### src/rtl/irtx_pkg.sv
package irtx_pkg;

  typedef enum logic [1:0] {
    ENV_STD_A = 2'b00,
    ENV_SPLIT = 2'b01,
    ENV_RAW   = 2'b10,
    ENV_STD_B = 2'b11
  } env_mode_e;

  typedef struct packed {
    logic      data;
    logic      pol;
    env_mode_e mode;
  } tx_cfg_t;

  // Programmed duration with zero promoted to one count.
  function automatic logic [31:0] eff_len(input logic [31:0] n);
    return (n == 32'd0) ? 32'd1 : n;
  endfunction

  // Pin levels {tx, env} for a committed setting and carrier level.
  function automatic logic [1:0] pin_levels(input env_mode_e m, input logic d,
                                            input logic p, input logic c);
    logic env, gated, raw;
    env   = d ^ p;
    gated = p ^ (d & c);
    raw   = p ^ c;
    case (m)
      ENV_SPLIT: return {gated, env};
      ENV_RAW:   return {raw, env};
      default:   return {gated, 1'b0};
    endcase
  endfunction

endpackage

### src/rtl/irtx_carrier.sv
module irtx_carrier #(
  parameter int CW = 8
) (
  input  logic          clk,
  input  logic          rst_n,
  input  logic          run,
  input  logic          tick,
  input  logic [CW-1:0] hi_len,
  input  logic [CW-1:0] lo_len,
  output logic          carrier,
  output logic          period_end
);
  logic [CW-1:0] cnt;
  logic          ph;
  logic [CW-1:0] hi_last, lo_last, lim;
  logic          phase_end;

  assign hi_last    = CW'(irtx_pkg::eff_len(32'(hi_len)) - 32'd1);
  assign lo_last    = CW'(irtx_pkg::eff_len(32'(lo_len)) - 32'd1);
  assign lim        = ph ? hi_last : lo_last;
  assign phase_end  = run & tick & (cnt == lim);
  assign period_end = phase_end & ~ph;
  assign carrier    = ph;

  always_ff @(posedge clk or negedge rst_n) begin
    if (!rst_n) begin
      ph  <= 1'b1;
      cnt <= '0;
    end else if (!run) begin
      ph  <= 1'b1;
      cnt <= '0;
    end else if (tick) begin
      if (cnt == lim) begin
        cnt <= '0;
        ph  <= ~ph;
      end else begin
        cnt <= cnt + 1'b1;
      end
    end
  end

  // no enable pulse, no movement of the generator
  p_hold_without_tick_r2: assert property (@(posedge clk) disable iff (!rst_n)
    (run && !tick) |=> ($stable(ph) && $stable(cnt)));

  // the end of a low phase always returns to the high phase
  p_wrap_to_high_r2: assert property (@(posedge clk) disable iff (!rst_n)
    period_end |=> (ph && cnt == '0));

endmodule

### src/rtl/irtx_cfg_hold.sv
module irtx_cfg_hold (
  input  logic              clk,
  input  logic              rst_n,
  input  logic              run,
  input  logic              period_end,
  input  logic              data_in,
  input  logic              pol_in,
  input  logic [1:0]        mode_in,
  output irtx_pkg::tx_cfg_t cfg_q,
  output logic              cfg_load
);
  assign cfg_load = ~run | period_end;

  always_ff @(posedge clk or negedge rst_n) begin
    if (!rst_n) begin
      cfg_q <= '{data: 1'b0, pol: 1'b0, mode: irtx_pkg::ENV_STD_A};
    end else if (cfg_load) begin
      cfg_q <= '{data: data_in, pol: pol_in,
                 mode: irtx_pkg::env_mode_e'(mode_in)};
    end
  end

  // mid-period the committed settings cannot move
  p_cfg_frozen_r8: assert property (@(posedge clk) disable iff (!rst_n)
    (run && !period_end) |=> $stable(cfg_q));

endmodule

### src/rtl/irtx_pinmux.sv
module irtx_pinmux (
  input  logic              run,
  input  logic              carrier,
  input  logic              live_pol,
  input  irtx_pkg::tx_cfg_t cfg,
  output logic              tx_out,
  output logic              env_out
);
  logic [1:0] lvl;

  assign lvl     = irtx_pkg::pin_levels(cfg.mode, cfg.data, cfg.pol, carrier);
  assign tx_out  = run ? lvl[1] : live_pol;
  assign env_out = run ? lvl[0] : live_pol;

endmodule

### src/rtl/irtx_mod.sv
module irtx_mod #(
  parameter int CW = 8
) (
  input  logic          clk,
  input  logic          rst_n,
  input  logic          tx_en,
  input  logic          irclk_en,
  input  logic [CW-1:0] hi_len,
  input  logic [CW-1:0] lo_len,
  input  logic          tx_data,
  input  logic          tx_pol,
  input  logic [1:0]    env_mode,
  output logic          tx_out,
  output logic          env_out
);
  logic              carrier;
  logic              period_end;
  logic              cfg_load;
  irtx_pkg::tx_cfg_t cfg_q;

  irtx_carrier #(.CW(CW)) u_carrier (
    .clk        (clk),
    .rst_n      (rst_n),
    .run        (tx_en),
    .tick       (irclk_en),
    .hi_len     (hi_len),
    .lo_len     (lo_len),
    .carrier    (carrier),
    .period_end (period_end)
  );

  irtx_cfg_hold u_cfg (
    .clk        (clk),
    .rst_n      (rst_n),
    .run        (tx_en),
    .period_end (period_end),
    .data_in    (tx_data),
    .pol_in     (tx_pol),
    .mode_in    (env_mode),
    .cfg_q      (cfg_q),
    .cfg_load   (cfg_load)
  );

  irtx_pinmux u_mux (
    .run      (tx_en),
    .carrier  (carrier),
    .live_pol (tx_pol),
    .cfg      (cfg_q),
    .tx_out   (tx_out),
    .env_out  (env_out)
  );

  // disabled pins rest at the polarity level
  p_idle_pins_r1: assert property (@(posedge clk) disable iff (!rst_n)
    !tx_en |-> (tx_out == tx_pol && env_out == tx_pol));

  // a main-pin change while running always coincides with a carrier edge
  p_no_runt_r9: assert property (@(posedge clk) disable iff (!rst_n)
    (tx_en && $past(tx_en) && tx_out != $past(tx_out)) |-> (carrier != $past(carrier)));

  // a settings update while running only happens on a low-to-high carrier edge
  p_load_on_wrap_r8: assert property (@(posedge clk) disable iff (!rst_n)
    (tx_en && cfg_load) |=> carrier);

endmodule

### config.mk
export PLATFORM = sky130hd
export DESIGN_NAME = irtx_mod
export DESIGN_NICKNAME = d
export VERILOG_FILES = /design/src/rtl/irtx_pkg.sv /design/src/rtl/irtx_carrier.sv /design/src/rtl/irtx_cfg_hold.sv /design/src/rtl/irtx_pinmux.sv /design/src/rtl/irtx_mod.sv
export SDC_FILE = /design/constraint.sdc
export NUM_CORES = 1
export LEC_CHECK = 0
export BUFFER_PORTS_ARGS = -buffer_cell sky130_fd_sc_hd__buf_2
export CORE_MARGIN = 4
export CORE_UTILIZATION = 45
export CTS_BUF_LIST = sky130_fd_sc_hd__clkbuf_8
export DETAILED_ROUTE_END_ITERATION = 6
export PLACE_DENSITY = 0.73
export SLEW_MARGIN = 30
export SYNTH_ARGS = -nofsm -noshare
export SYNTH_HDL_FRONTEND = slang
export SYNTH_SLANG_ARGS = --single-unit
### constraint.sdc
create_clock -name clk -period 3.8 [get_ports clk]
set_input_delay 0.38 -clock clk [delete_from_list [all_inputs] [get_ports clk]]
set_output_delay 0.38 -clock clk [all_outputs]
set_load 0.01 [all_outputs]
==> summary.md, run 1 <==
| Metric | Value |
|---|---|
| Outcome | completed |
| Clock Tree Buf Depth | 2 |
| Initial antenna violation count | 0 |
| Die X | between 50 and 60 um |
| Clock insertion delay at the later pin of the skew report | 240 ps |
| Clock power frac | 0.334 |
| Top cell type's share of synthesized area | 0.258 |
| CTS root buf | clkbuf_8 |
| Int Pwr | 255 uW |
| Maximum vdd ir drop | 0.309 mV |
| Switching power | roughly 100 uW |
| Max-cap violation count | 0 |
| Setup TNS | 0 ps |
| Critical Path Fanout Max | 21 |
| I/O pin total | 26 |
| Largest net degree at the start of global routing | 22 |
| Synth unique cells | 36 |
| Post-Syn Nets | about 150 |
| Vias in the first global route | 1033 |
| GR peak layer | met2 |
| Layout area overhead | 15.6% |
| Cell count after synthesis | between 100 and 150 |
| Worst Tran Pin Value | 558 ps |
| Fin crit share | 0.788 |
| Congestion Overflow GR | 0 |
| Share of power burned in registers | 0.428 |
| Non-Filler Instances | 179 |
| Drt total wl | roughly 2500 um |
| Post-route DRC | 0 |
| Area of the multi-input gates | 796 um2 |
| Fmax | 334 MHz |
| RSZ-0062 raised after global routing | false |
| Initial DRC count | 13 |
| Filler cells | roughly 250 |
| Layout cell share with drive strength beyond 1 | 0.235 |
| P_leak | 0.608 nW |
| Layout Skew | 4.23 ps |
| ANT nets after route | 0 |
| Power density over the cells | between 200 and 300 mW/mm2 |
| CTS Sinks | 13 |
| Switching part of the total | 0.282 |
| Post-synth EDFFs | 0 |
| Pre-antenna DRT Iters | 4 |
| Final number of setup-violating endpoints | 0 |
| Met2 usage | 0.279 |
| HPWL Detailed | 2000 um |
| Wirelength per Cell | 13.9 um |
| Met1 Resource Use GR | 0.198 |
| Via/cell ratio | 5.64 |
| Core area | around 0.0025 mm2 |
| Worst Path Required | 3920 ps |
| Met3 Use GR | 0.0263 |
| Leading area contributor after synthesis | dfrtp_1 |
| Row cnt | 18 |
| Post-synthesis average cell area | 9.38 um2 |
| Ys async rst share | 1.00 |
| H-tree Lvls | 1 |
| Post-route minimum period | 2990 ps |
| Gpl congestion | roughly 0.92 |
| Hold Crit Class | in -> async |
| CTS tree | done |
| Combinational share of power | 0.238 |
| # port buffers | 25 |
| Nets@finish | 178 |
| Initial Util | 0.470 |
| Ant diodes | 0 |
| Fin util | 0.543 |
| Ys Warns | 0 |
| Hold buffers post-CTS | 0 |
| Register area share after synthesis | 0.281 |
| Synth area leaders | dfrtp_1 (26%), xnor2_1 (9.8%), mux2i_1 (6.9%), xor2_1 (6.8%), mux2_1 (4.8%) |
| CTS resizes | 0 |
| Overall Global Routing Usage | 0.155 |
| FF/Latch Area | roughly 330 um2 |
| First-pass GRT wire length | 4330 um |
| CTS clk-pin slew, worst paths | 60 ps |
| Via count | about 1000 |
| Data arrival, critical path | 3120 ps |
| Synthesized area | between 0.001 and 0.0015 mm2 |
| TritonCTS Buffers | 3 |
| Final Max Tran Viols | 0 |
| Synthesized flop and latch total | 13 |
| Synth top cells by count | xnor2_1 (13), dfrtp_1 (12), nand2_1 (9), xor2_1 (9) |
| Most common cell in the netlist | xnor2_1 |
| Die area | approximately 0.0035 mm2 |
| Worst setup SP type | register |
| Fin. Hold Viols | 0 |
| Post-synth top flop | dfrtp_1 |
| Worst setup EP type | register |
| Dpl cells | 175 |
| Relative slew slack | 0.625 |
| Postcts setup bufs | 0 |
| Die Y-Extent | about 59 um |
| Critical path class | reg -> reg |
==> layout by cell type, fill, tap and decap left out <==
| cell | synthesis | final |
|---|---|---|
| o211ai_1 | 3 | 3 |
| nand3_1 | 6 | 6 |
| o21ai_0 | 2 | 2 |
| nor4b_1 | 1 | 1 |
| clkbuf_8 | 0 | 3 |
| a21o_1 | 1 | 1 |
| nand2b_1 | 4 | 4 |
| dfrtp_1 | 12 | 12 |
| a2111oi_2 | 1 | 1 |
| a211oi_2 | 2 | 2 |
| mux2_1 | 5 | 5 |
| nand4_2 | 1 | 1 |
| ha_1 | 4 | 4 |
| o21ai_1 | 1 | 1 |
| nand3b_1 | 1 | 1 |
| o22ai_1 | 3 | 3 |
| nor4_1 | 2 | 2 |
| o31ai_1 | 1 | 1 |
| o41ai_4 | 1 | 1 |
| nor4_2 | 1 | 1 |
| nor2_1 | 8 | 8 |
| nand2_1 | 9 | 9 |
| xor2_1 | 9 | 9 |
| clkinv_1 | 1 | 1 |
| a21oi_1 | 2 | 2 |
| buf_2 | 0 | 25 |
| mux2i_1 | 8 | 8 |
| dfstp_2 | 1 | 1 |
| a21boi_0 | 1 | 1 |
| xnor2_1 | 13 | 13 |
| nor3_1 | 4 | 4 |
| a211oi_1 | 7 | 7 |
| a31o_1 | 1 | 1 |
| inv_1 | 3 | 4 |
| or3_1 | 1 | 1 |
==> power by group through the flow <==
stage | Sequential, mW | Combinational, mW | Clock [mW]
final | 0.152 | 0.0847 | 0.119
after global routing | 0.153 | 0.0946 | 0.128
after CTS | 0.152 | 0.0850 | 0.121
after detailed placement | 0.155 | 0.0843 | 0
after global placement | 0.154 | 0.0821 | 0
after floorplan | 0.153 | 0.0536 | 0
==> cells by family after synthesis <==
| group | after synthesis | share of synthesized area |
|---|---|---|
| compound gates | 26 | 0.187 |
| xor+xnor | 22 | 0.166 |
| buf+inv | 8 | 0.0355 |
| flops | 13 | 0.281 |
| simple gates | 38 | 0.171 |
| mux | 13 | 0.117 |
| fa+ha+maj | 4 | 0.0430 |
==> final timing paths <==
path	startpoint	slack, ps	to	cells after the start
worst max-delay path	u_carrier.carrier	810	u_cfg.cfg_q[3]	10
worst min register to register	u_cfg.cfg_q[0]	520	u_cfg.cfg_q[0]	1
max in group asynchronous	rst_n	3490	u_carrier.carrier	1
min in group clk	env_mode[1]	350	u_cfg.cfg_q[1]	2
worst min-delay path	rst_n	20	u_carrier.cnt[0]	1
worst max register to register	u_carrier.carrier	810	u_cfg.cfg_q[3]	10
==> final cells by class <==
type / count / share of cell area
timing repair buffer: 25 / 0.0930
inverter: 4 / 0.0112
clock inverter: 1 / 0.00279
clock buffer: 3 / 0.0307
multi-input combinational: 103 / 0.592
tap: 30 / 0.0279
sequential: 13 / 0.243
==> flip-flops by register name (all words and copies together) (netlist names) <==
| register | count |
|---|---|
| u_carrier.carrier | 1 |
| u_carrier.cnt | 8 |
| u_cfg.cfg_q | 4 |
==> worst max-delay path, stage by stage, from the launching register on <==
cell and delay (ps):
dfstp_2 840, nand2b_1 140, a21oi_1 160, a21o_1 140, ha_1 210, o211ai_1 120, xnor2_1 170, a211oi_2 160
nand4_2 170, o41ai_4 390, mux2_1 370
==> metal layers <==
layer  up-vias  routed length, um  share of wire
met2        20               1250           0.50
li1        505                  -              -
met4         0                  0              0
met1       485               1120           0.45
met5         -                  0              0
met3         0                114          0.046
==> through the flow <==
stage	total power [mW]	cell area [um2]	setup WS (ps)	hold WS, ps
final	0.356	1350	806	25.0
after global routing	0.375	1350	568	42.4
after CTS	0.358	1350	809	27.3
after detailed placement	0.239	1300	730	283
after global placement	0.236	1300	786	278
after floorplan	0.206	1160	1120	84.4
No activity file was read; power rests on OpenSTA's default activity.
==> inputs of run 2 (changes only) <==
ABC_AREA = 1   (was default)
PLACE_DENSITY = 0.75   (was 0.73)
clock period = 2.5 ns   (was 3.8 ns; I/O delays follow)
==> summary.md, run 2 <==
| Metric | Value |
|---|---|
| Gpl congestion | 0.804 (-13%) |
| CP peak stage delay | 570 ps (-270 ps) |
| Critical path class | reg -> reg |
| RSZ-0062 raised after global routing | false |
| Synth top cells by count | nand2_1 (59), inv_1 (21), nor2_1 (15), nand3_1 (14), dfrtp_1 (12) |
| Post-route DRC | 0 (unchanged) |
| Pre-antenna DRT Iters | 4 (unchanged) |
| Worst hold slack | 199 ps (+174 ps) |
| Initial antenna violation count | 0 (unchanged) |
| Die Y-Extent | 60.8 um (+3.2%) |
| Top cell type's share of synthesized area | 0.240 (-0.0183) |
| Leading area contributor after synthesis | dfrtp_1 |
| Die X | 60.8 um (+3.2%) |
| Wirelength per Cell | 10.9 um (-21%) |
| Layout cell share with drive strength beyond 1 | 0.265 (+0.0299) |
| CTS tree | done |
| Top Layer Used | met4 |
| Ant diodes | 0 (unchanged) |
| Synthesized area | 0.00125 mm2 (+7.6%) |
| Post-synthesis average cell area | 6.70 um2 (-29%) |
| Initial DRC count | 51 (+38) |
| Post-synth EDFFs | 0 (unchanged) |
| Layout area overhead | 18.3% |
| Via count | 1227 (+21%) |
| Clock insertion delay at the later pin of the skew report | 240 ps (about the same) |
| Fin. Hold Viols | 0 (unchanged) |
| P_leak | 0.769 nW (+26%) |
| Drt total wl | 2720 um (+9.6%) |
| Cell count after synthesis | 187 (+51%) |
| HPWL Detailed | 2250 um (+13%) |
| Largest family of logic cells by synthesized area | simple AND/OR/NAND/NOR gates |
| Vias in the first global route | 1160 (+12%) |
| Max reg flops | 8 (unchanged) |
| Congestion Overflow GR | 0 (unchanged) |
| Largest net degree at the start of global routing | 14 (-36%) |
| CTS clk-pin slew, worst paths | 50 ps (about the same) |
| Post-Syn Nets | 215 (+41%) |
| Maximum vdd ir drop | 0.411 mV (+33%) |
| Register with the most flip-flops | u_carrier.cnt |
| Hold Crit Class | in -> reg |
| CTS Sinks | 13 (unchanged) |
| Fin crit share | 0.912 (+0.124) |
| I/O pin total | 26 (unchanged) |
| # port buffers | 25 (unchanged) |
| Outcome | completed |
| Ys async rst share | 1.00 (unchanged) |
| Final Max Tran Viols | 0 (unchanged) |
| Overall Global Routing Usage | 0.170 (+0.0153) |
| First-pass GRT wire length | 4750 um (+9.9%) |
| Non-Filler Instances | 249 (+39%) |
| WL met2 | 1290 um (+3.0%) |
| Row cnt | 18 (unchanged) |
| Dpl cells | 242 (+38%) |
| Post-route minimum period | 2280 ps (-714 ps) |
| Power density over the cells | 420 mW/mm2 (+59%) |
| Worst setup SP type | register |
| Fmax | 439 MHz (+31%) |
| Synth unique cells | 31 (-14%) |
| Worst setup EP type | register |
| M1 WL | 1250 um (+11%) |
| Max-cap violation count | 0 (unchanged) |
| Final number of setup-violating endpoints | 0 (unchanged) |
| Synthesized flop and latch total | 13 (unchanged) |
| Simple-Gate Fraction of Synth Area | 0.472 (+0.301) |
| CTS resizes | 0 (unchanged) |
| Setup TNS | 0 ps (unchanged) |
| Data arrival, critical path | 2460 ps (-660 ps) |
| Initial Util | 0.488 (+0.0181) |
| Post-synthesis share of cell area spent on xor and xnor gates | 0.0559 (-0.110) |
| Adder-cell area share of the yosys netlist | 0.0400 (-0.00305) |
| Critical path, cell by cell | inv_2 > nor2_1 > o21ai_0 > nand2_2 > ha_1 > nand3_2 > nor2_2 > nand2_1 > nand3_1 > nand2_2 > nor2_4 > nand4_4 > nand2_4 > nand2_1 > nand2_1 |
| Most common cell in the netlist | nand2_1 |
| Critical Path Fanout Max | 8 (-62%) |
| Via/cell ratio | 4.93 (-13%) |
| Commonest non-fill, non-tap cell in the layout | nand2_1 |
| Die area | 0.00369 mm2 (+6.6%) |
| Layout Skew | 1.31 ps (-2.92 ps) |
| Ys Warns | 0 (unchanged) |
| TritonCTS Buffers | 3 (unchanged) |
| Clock Tree Buf Depth | 2 (unchanged) |
| Mux contribution to synthesized area | 0 (-0.117) |
| Synth area leaders | dfrtp_1 (24%), nand2_1 (18%), inv_1 (6.3%), nand3_1 (5.6%), xor2_1 (5.6%) |
| H-tree Lvls | 1 (unchanged) |
| Commonest non-fill, non-tap cells in the layout | nand2_1 (59), buf_2 (25), inv_1 (22) |
| Register area share after synthesis | 0.261 (-0.0199) |
| CP max stage cell | dfstp_2 |
| Met3 routed WL | 145 um (+27%) |
| Most used cell, CP | nand2_1 |
| Nets@finish | 248 (+39%) |
| CTS root buf | clkbuf_8 |
| Relative slew slack | 0.777 (+0.152) |
| Worst Path Required | 2680 ps (-1240 ps) |
| Compound-gate portion of the synthesized area | 0.0849 (-0.102) |
| ANT nets after route | 0 (unchanged) |
| Worst Tran Pin Value | 331 ps (-226 ps) |
| Post-synth top flop | dfrtp_1 |
| Core area | 0.00257 mm2 (+3.6%) |
| Overall power | 622 uW (+75%) |
-- run 2: cell types whose count changed in the layout (fill, tap and decap cells not counted), moves of 4 or more --
cell      previous run  this run
nand2b_1             4         0
mux2_1               5         0
nand3_1              6        14
nand2_2              0        10
nand4_1              0         5
inv_1                4        22
buf_4                0         4
a211oi_1             7         0
nor2_1               8        15
a21oi_1              2         7
nand2_1              9        59
mux2i_1              8         0
xnor2_1             13         0
-- run 2: area by class of cell --
cell class	count	area [um2]
fillers	265	1090
clock buffers	3	41.3
inverters	24	90.1
repair buffers	30	165
well taps	30	37.5
clock inverters	1	3.75
multi-input cells	148	817
flip-flops and latches	13	327
-- run 2: layer usage --
layer / vias up / global-route usage
met4: 0 / 0.0557
met5: - / 0
met1: 536 / 0.218
met2: 29 / 0.296
li1: 657 / -
met3: 5 / 0.0213
-- run 2: worst max-delay path: cells and delay by family, from the launching register on --
family	cells	cell delay, ps
AND/OR/NAND/NOR	12	1230
buffers and inverters	1	90
adder cells (fa/ha/maj)	1	180
flip-flops	1	570
AO/OA/AOI/OAI	1	140
-- run 2: stage by stage --
step | setup WS [ps] | cell area, um2 | util
final | 220 | 1480 | 0.577
after global routing | 35.4 | 1480 | 0.577
after CTS | 171 | 1470 | 0.571
after detailed placement | 189 | 1410 | 0.550
after global placement | 269 | 1410 | 0.550
after floorplan | 312 | 1250 | -
-- run 2: path summary, 6_finish.rpt --
path,from,to,slack (ps),cells past startpoint
min,tx_data,u_cfg.cfg_q[3],200,3
max,u_carrier.carrier,u_cfg.cfg_q[1],220,15
min in group asynchronous,rst_n,u_carrier.cnt[0],420,2
min reg2reg,u_cfg.cfg_q[3],u_cfg.cfg_q[3],540,2
max reg2reg,u_carrier.carrier,u_cfg.cfg_q[1],220,15
max in group asynchronous,rst_n,u_carrier.carrier,1800,2
-- run 2: cells by family after synthesis --
family          after synthesis
buf+inv                      26
flops                        13
fa+ha+maj                     4
xor+xnor                      8
simple gates                118
compound gates               18
-- run 2: timing repair --
action / in CTS / in global routing
setup endpoints to repair: 0 / 4
hold buffers: 1 / 0
setup buffers: 0 / 2
hold endpoints to repair: 12 / 0
-- run 2: where the power goes --
part	switching [mW]	internal (mW)	leakage, nW
clock network	0.0741	0.108	0.0269
logic	0.124	0.0823	0.572
registers	0.0116	0.222	0.170
